**src/rtl/xrp_pkg.sv**
```systemverilog
package xrp_pkg;
    localparam int DATA_W   = 8;
    localparam int XREG_LO  = 'hA0;
    localparam int XREG_CNT = 32;
    localparam int SEL_W    = $clog2(XREG_CNT);
    localparam int NGRP     = 7;
    localparam int CKS_W    = 4;
    localparam int DIV_W    = 2;

    // lock source for each external group (register index, bit)
    localparam int GRP_LOCK_REG [NGRP] = '{'hB8, 'hB8, 'hB8, 'hB8, 'hB8, 'hB4, 'hB4};
    localparam int GRP_LOCK_BIT [NGRP] = '{0, 1, 3, 4, 5, 4, 3};

    localparam int DIV_REG    = 'hB8;
    localparam int DIV_LSB    = 6;
    localparam int CKS_HI_REG = 'hBE;
    localparam int CKS_HI_BIT = 4;
    localparam int CKS_MD_REG = 'hB9;
    localparam int CKS_MD_BIT = 1;

    typedef enum logic {XS_IDLE = 1'b0, XS_ARMED = 1'b1} xs_t;
endpackage

```
**src/rtl/xrp_seq.sv**
```systemverilog
module xrp_seq
    import xrp_pkg::*;
#(
    parameter int LO  = XREG_LO,
    parameter int CNT = XREG_CNT,
    parameter int SW  = SEL_W,
    parameter int DW  = DATA_W
) (
    input  logic          clk,
    input  logic          rst_n,
    input  logic          win_hit,
    input  logic          win_addr,
    input  logic          host_wr,
    input  logic          host_rd,
    input  logic [DW-1:0] host_wdata,
    output logic [SW-1:0] sel,
    output logic          do_wr,
    output logic          do_rd,
    output logic          rd_evt,
    output logic          idx_live
);
    xs_t           st_q, st_d;
    logic [DW-1:0] idx_q;
    logic          idx_wr, dat_acc, in_rng;

    assign idx_wr  = win_hit & host_wr & ~win_addr;
    assign dat_acc = win_hit & win_addr & (host_wr | host_rd);
    assign in_rng  = (int'(idx_q) >= LO) && (int'(idx_q) < LO + CNT);
    assign sel     = SW'(int'(idx_q) - LO);

    // state register and index latch
    always_ff @(posedge clk) begin
        if (!rst_n) begin
            st_q  <= XS_IDLE;
            idx_q <= '0;
        end else begin
            st_q <= st_d;
            if (idx_wr) idx_q <= host_wdata;
        end
    end

    // next state and outputs
    always_comb begin
        st_d   = st_q;
        do_wr  = 1'b0;
        do_rd  = 1'b0;
        rd_evt = win_hit & win_addr & host_rd;
        unique case (st_q)
            XS_IDLE: begin
                if (idx_wr) st_d = XS_ARMED;          // T_ARM
                // data access here: T_IGNORE
            end
            XS_ARMED: begin
                if (idx_wr) begin
                    st_d = XS_ARMED;                  // T_REARM
                end else if (dat_acc) begin
                    st_d  = XS_IDLE;                  // T_CONSUME
                    do_wr = host_wr & in_rng;
                    do_rd = host_rd & in_rng;
                end
            end
            default: st_d = XS_IDLE;
        endcase
    end

    assign idx_live = (st_q == XS_ARMED);
endmodule

```
**src/rtl/xrp_regfile.sv**
```systemverilog
module xrp_regfile
    import xrp_pkg::*;
#(
    parameter int CNT = XREG_CNT,
    parameter int SW  = SEL_W,
    parameter int DW  = DATA_W
) (
    input  logic                    clk,
    input  logic                    rst_n,
    input  logic [SW-1:0]           sel,
    input  logic                    do_wr,
    input  logic                    do_rd,
    input  logic                    rd_evt,
    input  logic [DW-1:0]           wdata,
    output logic [DW-1:0]           rdata,
    output logic [CNT-1:0][DW-1:0]  regs
);
    always_ff @(posedge clk) begin
        if (!rst_n) begin
            regs <= '0;
        end else if (do_wr) begin
            regs[sel] <= wdata;
        end
    end

    always_ff @(posedge clk) begin
        if (!rst_n) begin
            rdata <= '0;
        end else if (rd_evt) begin
            rdata <= do_rd ? regs[sel] : '0;
        end
    end
endmodule

```
**src/rtl/xrp_lockgate.sv**
```systemverilog
module xrp_lockgate
    import xrp_pkg::*;
#(
    parameter int NG = NGRP
) (
    input  logic          host_wr,
    input  logic [NG-1:0] ext_hit,
    input  logic [NG-1:0] lock,
    output logic [NG-1:0] grp_we
);
    for (genvar g = 0; g < NG; g++) begin : g_gate
        assign grp_we[g] = host_wr & ext_hit[g] & ~lock[g];
    end
endmodule

```
**src/rtl/xreg_port.sv**
```systemverilog
module xreg_port
    import xrp_pkg::*;
(
    input  logic              clk,
    input  logic              rst_n,
    input  logic              host_wr,
    input  logic              host_rd,
    input  logic              win_hit,
    input  logic              win_addr,
    input  logic [DATA_W-1:0] host_wdata,
    output logic [DATA_W-1:0] host_rdata,
    input  logic [NGRP-1:0]   ext_hit,
    input  logic [1:0]        misc_clk_bits,
    output logic [NGRP-1:0]   grp_we,
    output logic [DIV_W-1:0]  vclk_div,
    output logic [CKS_W-1:0]  clk_code
);
    logic [SEL_W-1:0]                  sel;
    logic                              do_wr, do_rd, rd_evt, idx_live;
    logic [XREG_CNT-1:0][DATA_W-1:0]   regs;
    logic [NGRP-1:0]                   lock;

    xrp_seq u_seq (
        .clk(clk), .rst_n(rst_n), .win_hit(win_hit), .win_addr(win_addr),
        .host_wr(host_wr), .host_rd(host_rd), .host_wdata(host_wdata),
        .sel(sel), .do_wr(do_wr), .do_rd(do_rd), .rd_evt(rd_evt),
        .idx_live(idx_live)
    );

    xrp_regfile u_rf (
        .clk(clk), .rst_n(rst_n), .sel(sel), .do_wr(do_wr), .do_rd(do_rd),
        .rd_evt(rd_evt), .wdata(host_wdata), .rdata(host_rdata), .regs(regs)
    );

    for (genvar g = 0; g < NGRP; g++) begin : g_lock
        assign lock[g] = regs[GRP_LOCK_REG[g] - XREG_LO][GRP_LOCK_BIT[g]];
    end

    xrp_lockgate u_gate (
        .host_wr(host_wr), .ext_hit(ext_hit), .lock(lock), .grp_we(grp_we)
    );

    assign vclk_div = regs[DIV_REG - XREG_LO][DIV_LSB +: DIV_W];
    assign clk_code = {regs[CKS_HI_REG - XREG_LO][CKS_HI_BIT],
                       regs[CKS_MD_REG - XREG_LO][CKS_MD_BIT],
                       misc_clk_bits};
endmodule

```
**config.mk**
```make
export PLATFORM = sky130hd
export DESIGN_NAME = xreg_port
export DESIGN_NICKNAME = d
export VERILOG_FILES = /design/src/rtl/xrp_pkg.sv /design/src/rtl/xrp_seq.sv /design/src/rtl/xrp_regfile.sv /design/src/rtl/xrp_lockgate.sv /design/src/rtl/xreg_port.sv
export SDC_FILE = /design/constraint.sdc
export NUM_CORES = 1
export LEC_CHECK = 0
export ABC_AREA = 1
export ABC_CLOCK_PERIOD_IN_PS = 3600
export BUFFER_PORTS_ARGS = -buffer_cell sky130_fd_sc_hd__buf_2
export CAP_MARGIN = 40
export CELL_PAD_IN_SITES_DETAIL_PLACEMENT = 0
export CELL_PAD_IN_SITES_GLOBAL_PLACEMENT = 1
export CORE_ASPECT_RATIO = 1.5
export CORE_MARGIN = 2
export CORE_UTILIZATION = 51
export CTS_BUF_LIST = sky130_fd_sc_hd__clkbuf_4 sky130_fd_sc_hd__clkbuf_8
export CTS_CLUSTER_DIAMETER = 120
export DETAILED_ROUTE_END_ITERATION = 7
export GPL_TIMING_DRIVEN = 0
export MAX_ROUTING_LAYER = met4
export PLACE_DENSITY = 0.87
export SYNTH_ARGS = -nofsm -noshare
export SYNTH_HDL_FRONTEND = slang
export SYNTH_SLANG_ARGS = --single-unit
```
**constraint.sdc**
```tcl
create_clock -name clk -period 3.6 [get_ports clk]
set_clock_uncertainty 0.15 [all_clocks]
set_input_delay 0.72 -clock clk [delete_from_list [all_inputs] [get_ports clk]]
set_output_delay 0.72 -clock clk [all_outputs]
set_load 0.02 [all_outputs]
```
=== Word level (Yosys, flattened, before mapping) ===
Cells that the tools add are included.

* Register bits after elaboration: 273
* Latch bits: 0
* RAM bits: 0
* Memory bits (read-only): 0
* Bits of input ports: 23
* Output and inout port bits: 21
* Logic and storage cells: 89
* Memories: 0

* Add/subtract/negate cells: 1
* Multipliers: 0
* Divide/modulo/power cells: 0
* Magnitude comparators: 4
* Equality and inequality tests: 0
* Shifts and indexed selects: 0
* Multiplexer cells: 16
* Bitwise operators: 31
* Reductions and logical operators: 2

{| class="wikitable"
|+ Operators by type and width
! operator !! number
|-
| $bwmux W256 || 1
|-
| $bmux W8 S5 || 1
|-
| $demux W8 S5 || 1
|-
| $mux W8 || 3
|-
| $and A1 B1 Y1 || 21
|-
| $mux W1 || 9
|-
| $not A1 Y1 || 9
|-
| $ge A8 B8 Y1 const B || 1
|-
| $lt A8 B8 Y1 const B || 1
|-
| $lt A5 B6 Y1 const B || 1
|-
| $ge A5 B1 Y1 const B || 1
|-
| $sub A5 B1 Y5 const B || 1
|-
| $logic_and A1 B1 Y1 || 2
|-
| $pmux W1 S2 || 1
|-
| $or A1 B1 Y1 || 1
|}

=== Depth between registers and ports, before layout ===
* Word-level depth: 7
* Depth in mapped cells: 13

=== Modules after synthesis ===
Synthesis repeated with hierarchy kept, for this count alone.

* Cells, all modules: 2004
* Area, all modules: 12966.2 um^2

{| class="wikitable"
|+ By module, submodules not included
! module !! instances !! cells each !! area an instance (um^2) !! sequential area each (um^2)
|-
| xrp_regfile || 1 || 1915 || 12421.9 || 5285.1
|-
| xrp_seq || 1 || 73 || 476.7 || 180.2
|-
| xrp_lockgate || 1 || 14 || 52.6 || 0.0
|-
| xreg_port || 1 || 2 || 15.0 || 0.0
|}

=== Worst setup path after synthesis ===
No wires, ideal clock.

* Kind: input-to-reg
* Start: in host_wr
* End: reg u_rf.regs[176] in the netlist's numbering
* Setup time: 0.080 ns
* Data arrival time: 1.900 ns
* Slack: 1.470 ns
* Stages on the path: 10
* Path buffers: 2
* Cells stage by stage: buf_4 nand2_2 inv_2 nand2_2 nor2_8 nand2_4 nor2_4 buf_6 nor2_1 a211oi_2

* Word-level cells in the longest chain between the ends: 5

{| class="wikitable"
|+ RTL lines
! what !! line !! RTL
|-
| from (decl) || xreg_port.sv:6 || <nowiki>input logic host_wr,</nowiki>
|-
| $or A1 B1 Y1 || xrp_seq.sv:27 || <nowiki>assign dat_acc = win_hit & win_addr & (host_wr | host_rd);</nowiki>
|-
| $and A1 B1 Y1 || xrp_seq.sv:27 ||
|-
| $mux W1 || xrp_seq.sv:56 || <nowiki>end else if (dat_acc) begin</nowiki>
|-
| $mux W1 * || xrp_seq.sv:54 || <nowiki>if (idx_wr) begin</nowiki>
|-
| $mux W1 * || xrp_seq.sv:48 || <nowiki>unique case (st_q)</nowiki>
|-
| to (signal, indexed assignment) || xrp_regfile.sv:22 || <nowiki>regs[sel] <= wdata;</nowiki>
|-
| to (decl) || xrp_regfile.sv:16 || <nowiki>output logic [CNT-1:0][DW-1:0] regs</nowiki>
|}

Mark *: on every way between the ends. The rest lies on a longest branch, timed or not.
A chain may end at the register's enable or synchronous reset.

=== Worst setup path after layout ===
* Start: reg u_seq.idx_q[1]
* End: reg u_rf.rdata[2]

* Word-level cells in the longest chain between the ends: 7

{| class="wikitable"
|+ RTL lines
! what !! line !! RTL
|-
| from (decl) || xrp_seq.sv:23 || <nowiki>logic [DW-1:0] idx_q;</nowiki>
|-
| from (signal assigned) || xrp_seq.sv:38 || <nowiki>if (idx_wr) idx_q <= host_wdata;</nowiki>
|-
| branches (longest 6 deep; another with $sub A5 B1 Y5) || n/a ||
|-
| $mux W8 * || xrp_regfile.sv:30 || <nowiki>rdata <= do_rd ? regs[sel] : '0;</nowiki>
|-
| to (signal assigned) || xrp_regfile.sv:30 ||
|-
| to (decl) || xrp_regfile.sv:15 || <nowiki>output logic [DW-1:0] rdata,</nowiki>
|}

Every way passes the cells marked *. The select of a mux whose other input is x is not followed.

==> impl_results.md <==
- Wirelength, routed: 43000 microns
- Final standard cell area without fillers: 14000 sq um
- Via/cell ratio: 5.46
- Clock-pin slew on the worst setup and hold paths: 0.06 ns
- Die area: 25800 sq um
- 1st-iter DRT viols: 927
- Number of endpoints failing setup at the final stage: 0
- Worst setup EP type: flip-flop
- Count of nets after finishing: 1842
- Bufs and invs on worst path: 3
- Post-Syn Instances: 1740
- Type of the most critical hold path: reg -> reg
- Crit path cell chain: buf_2, clkbuf_1, buf_1, nand2_1, nand2_1, nand2_1, nand3_1, nor2_1, nand2_1, a21oi_1
- # rows: 70
- Bufs on Longest Clock Path: 3
- Compound-cell area share of the yosys netlist: 0.208
- Initial antenna violation count: 0
- Cell area power density: 455 nW/um^2
- Combinational family with the most area after synthesis: simple AND/OR/NAND/NOR gates
- Core Box Area: 24200 sq um
- Vias: 11900
- Fraction of synthesized area in multiplexers: 0
- Simple-gate share of the synthesized area: 0.254
- Unrepaired setup endpoints after global routing: false
- H-tree depth reported by CTS: 2
- N_diodes: 0
- Count of hold-fix buffers inserted at cts: 0
- Maximum clock rate: 380 MHz
- Vias in the first global route: 11200
- Max transition margin: 0.352
- Cell type group with the largest total delay on the critical path: buffers and inverters
- Syn nets: 1763
- Clock insertion delay at the later pin of the skew report: 0.58 ns
- Layout overhead on the synthesized area: 12.1%
- Required time of the critical path: 3.88 ns
- Minimum clock period after layout: 2.63 ns
- Result of the run: complete, no violations
- Remaining antenna violation count: 0
- Seq/Total Area, Yosys: 0.438
- Critical-path cell with the highest stage delay: sky130_fd_sc_hd__clkbuf_1
- Maxcap violations: 0
- Number of buffers added on ports: 32
- Effective utilization at floorplan: 0.516
- Clock root buffer: sky130_fd_sc_hd__clkbuf_8
- Arrival time reported for the critical path endpoint: 2.91 ns
- Grt total ovfl: 0
- Final worst path period share: 0.732
- Transition time at the pin with the least slew margin: 0.972 ns
- Post-synthesis xor/xnor area fraction: 0
- Num Clock Sinks: 273
- CTS buffer count: 43
- Adder-Cell Fraction of Synth Area: 0
- Average wire per cell in the routed design: 19.8 microns
- Number of synthesized register bits: 273
- Library cells used by synthesis: 27
- Proportion of netlist area held by the largest area contributor: 0.438
- Syn Area/Cell: 7.17 sq um
- Post_cts resized: 0
- Number of I/O pins: 44
- Setup Crit Path Kind: reg -> reg
- Most area-hungry cell type in the Yosys netlist: sky130_fd_sc_hd__dfxtp_1
- Total routing resource utilization after global routing: 0.342
- Number of detailed-route iterations in the first pass: 5
- Final Hold Viols: 0
- Total power after layout: 6360 uW
- Post-synthesis instance area: 12500 sq um
- Placed instance area: 13100 sq um
- Synth Warn #: 0
- Top area cells in the synthesized netlist: sky130_fd_sc_hd__dfxtp_1 44%, sky130_fd_sc_hd__nand2_1 11%, sky130_fd_sc_hd__nor2_1 8.9%
- Share of cells above drive strength 1: 0.127
- Final routed DRC violation total: 0
- Most common cell on crit path: sky130_fd_sc_hd__nand2_1
- Number of setup buffers added after CTS: 0
- Max-slew violation count: 0
- Routability Congestion: 0.995
- Accumulated negative setup slack: 0 ns
- Worst IR drop on VDD: 0.295 mV
- Leakage power summed over all cells: 0.00596 uW
- X dimension of the die: 132 microns
- Startpoint type of the worst setup path: flip-flop
- CP Max Fanout: 10
- Wire length of the first global-routing pass: 65300 microns
- TritonCTS clock tree: yes
- Delay of the slowest cell on the worst path: 0.61 ns
- Die height: 196 microns
- Largest net degree at the start of global routing: 11
- Tightest hold margin: 0.306 ns
- DPL Wire Length: 30500 microns
[stage by stage]
step                setup WS, ns  utilization  cells
floorplan                   1.47            -   1740
global placement           0.912        0.540   2096
detailed placement         0.911        0.541   2098
CTS                         1.02        0.578   2173
global route               0.862        0.578   2173
finish                     0.966        0.578   2173
[synthesized netlist by cell type]
library cell               instances
sky130_fd_sc_hd__nand2_2           6
sky130_fd_sc_hd__nor2_2            2
sky130_fd_sc_hd__clkbuf_1         63
sky130_fd_sc_hd__a211oi_1         84
sky130_fd_sc_hd__nand4_1           9
sky130_fd_sc_hd__dfxtp_1         273
sky130_fd_sc_hd__nor2_1          295
sky130_fd_sc_hd__a211oi_2          4
sky130_fd_sc_hd__nor2_4           24
sky130_fd_sc_hd__a21oi_1         188
sky130_fd_sc_hd__clkinv_1         10
sky130_fd_sc_hd__nand2_4           6
sky130_fd_sc_hd__nand2_1         374
sky130_fd_sc_hd__buf_1             8
sky130_fd_sc_hd__inv_2            12
sky130_fd_sc_hd__nor2_8            1
sky130_fd_sc_hd__nand2_8           2
sky130_fd_sc_hd__o21bai_1          3
sky130_fd_sc_hd__nor3_2            1
sky130_fd_sc_hd__o21ai_0         190
sky130_fd_sc_hd__nor3_4            6
sky130_fd_sc_hd__inv_4             4
sky130_fd_sc_hd__buf_2            16
sky130_fd_sc_hd__buf_4            20
sky130_fd_sc_hd__buf_6            21
sky130_fd_sc_hd__nand3_1           9
sky130_fd_sc_hd__inv_1           109
[layout make-up]
type	count	area, sq um
Multi-Input combinational cell	1204	5760
Clock inverter	7	37.5
Timing Repair Buffer	34	183
Tap cell	324	405
Fill cell	2417	10200
Sequential cell	273	5470
Buffer	128	733
Inverter	135	517
Clock buffer	68	880
[cells by family (layout without fill, tap and decap cells)]
kind of cell / count (synthesis) / after routing
and+or+nand+nor: 735 / 735
buffers and inverters: 263 / 372
AOI/OAI and AO/OA: 469 / 469
DFF: 273 / 273
[final timing paths]
kind                                  endpoint           start  cells past startpoint  slack [ns]
worst max-delay path             u_rf.rdata[2]  u_seq.idx_q[1]                     10        0.97
worst min-delay path            u_seq.idx_live  u_seq.idx_live                      1        0.31
worst min register to register  u_seq.idx_live  u_seq.idx_live                      1        0.31
worst max register to register   u_rf.rdata[2]  u_seq.idx_q[1]                     10        0.97
[state kept, by name, summed over array words and instances (netlist names)]
signal,flops
u_rf.rdata,8
u_seq.idx_q,8
u_rf.regs,256
u_seq.idx_live,1
[power by group]
group	internal (uW)	total [uW]	switching [uW]	leakage, uW
logic	115	516	400	0.00327
registers	3030	3030	2.13	0.00220
clock network	1550	2820	1270	0.000489
total	4690	6360	1670	0.00596
[cells in the final DEF, fill, tap and decap left out]
cell                         count
sky130_fd_sc_hd__nand2_1       374
sky130_fd_sc_hd__nor2_1        295
sky130_fd_sc_hd__dfxtp_1       273
sky130_fd_sc_hd__o21ai_0       190
sky130_fd_sc_hd__a21oi_1       188
sky130_fd_sc_hd__inv_1         109
sky130_fd_sc_hd__a211oi_1       84
sky130_fd_sc_hd__clkbuf_1       63
sky130_fd_sc_hd__clkbuf_8       59
sky130_fd_sc_hd__buf_2          48
sky130_fd_sc_hd__nor2_4         24
sky130_fd_sc_hd__buf_6          23
sky130_fd_sc_hd__buf_4          20
sky130_fd_sc_hd__inv_2          12
sky130_fd_sc_hd__clkinv_1       10
sky130_fd_sc_hd__nand4_1         9
sky130_fd_sc_hd__nand3_1         9
sky130_fd_sc_hd__clkbuf_4        9
sky130_fd_sc_hd__buf_1           8
sky130_fd_sc_hd__nor3_4          6
sky130_fd_sc_hd__nand2_2         6
sky130_fd_sc_hd__nand2_4         6
sky130_fd_sc_hd__clkinv_2        6
sky130_fd_sc_hd__inv_4           4
sky130_fd_sc_hd__a211oi_2        4
sky130_fd_sc_hd__o21bai_1        3
sky130_fd_sc_hd__nor2_2          2
sky130_fd_sc_hd__nand2_8         2
sky130_fd_sc_hd__nor2_8          1
sky130_fd_sc_hd__nor3_2          1
sky130_fd_sc_hd__clkinvlp_4      1
[layer usage]
metal | track usage | vias to the layer above | wire [microns]
met5 | - | - | 0
met4 | 0.222 | 0 | 3080
met3 | 0.0472 | 159 | 2580
met2 | 0.571 | 416 | 20700
met1 | 0.384 | 5496 | 16700
li1 | - | 5786 | -
(Power assumes the default switching activity.)
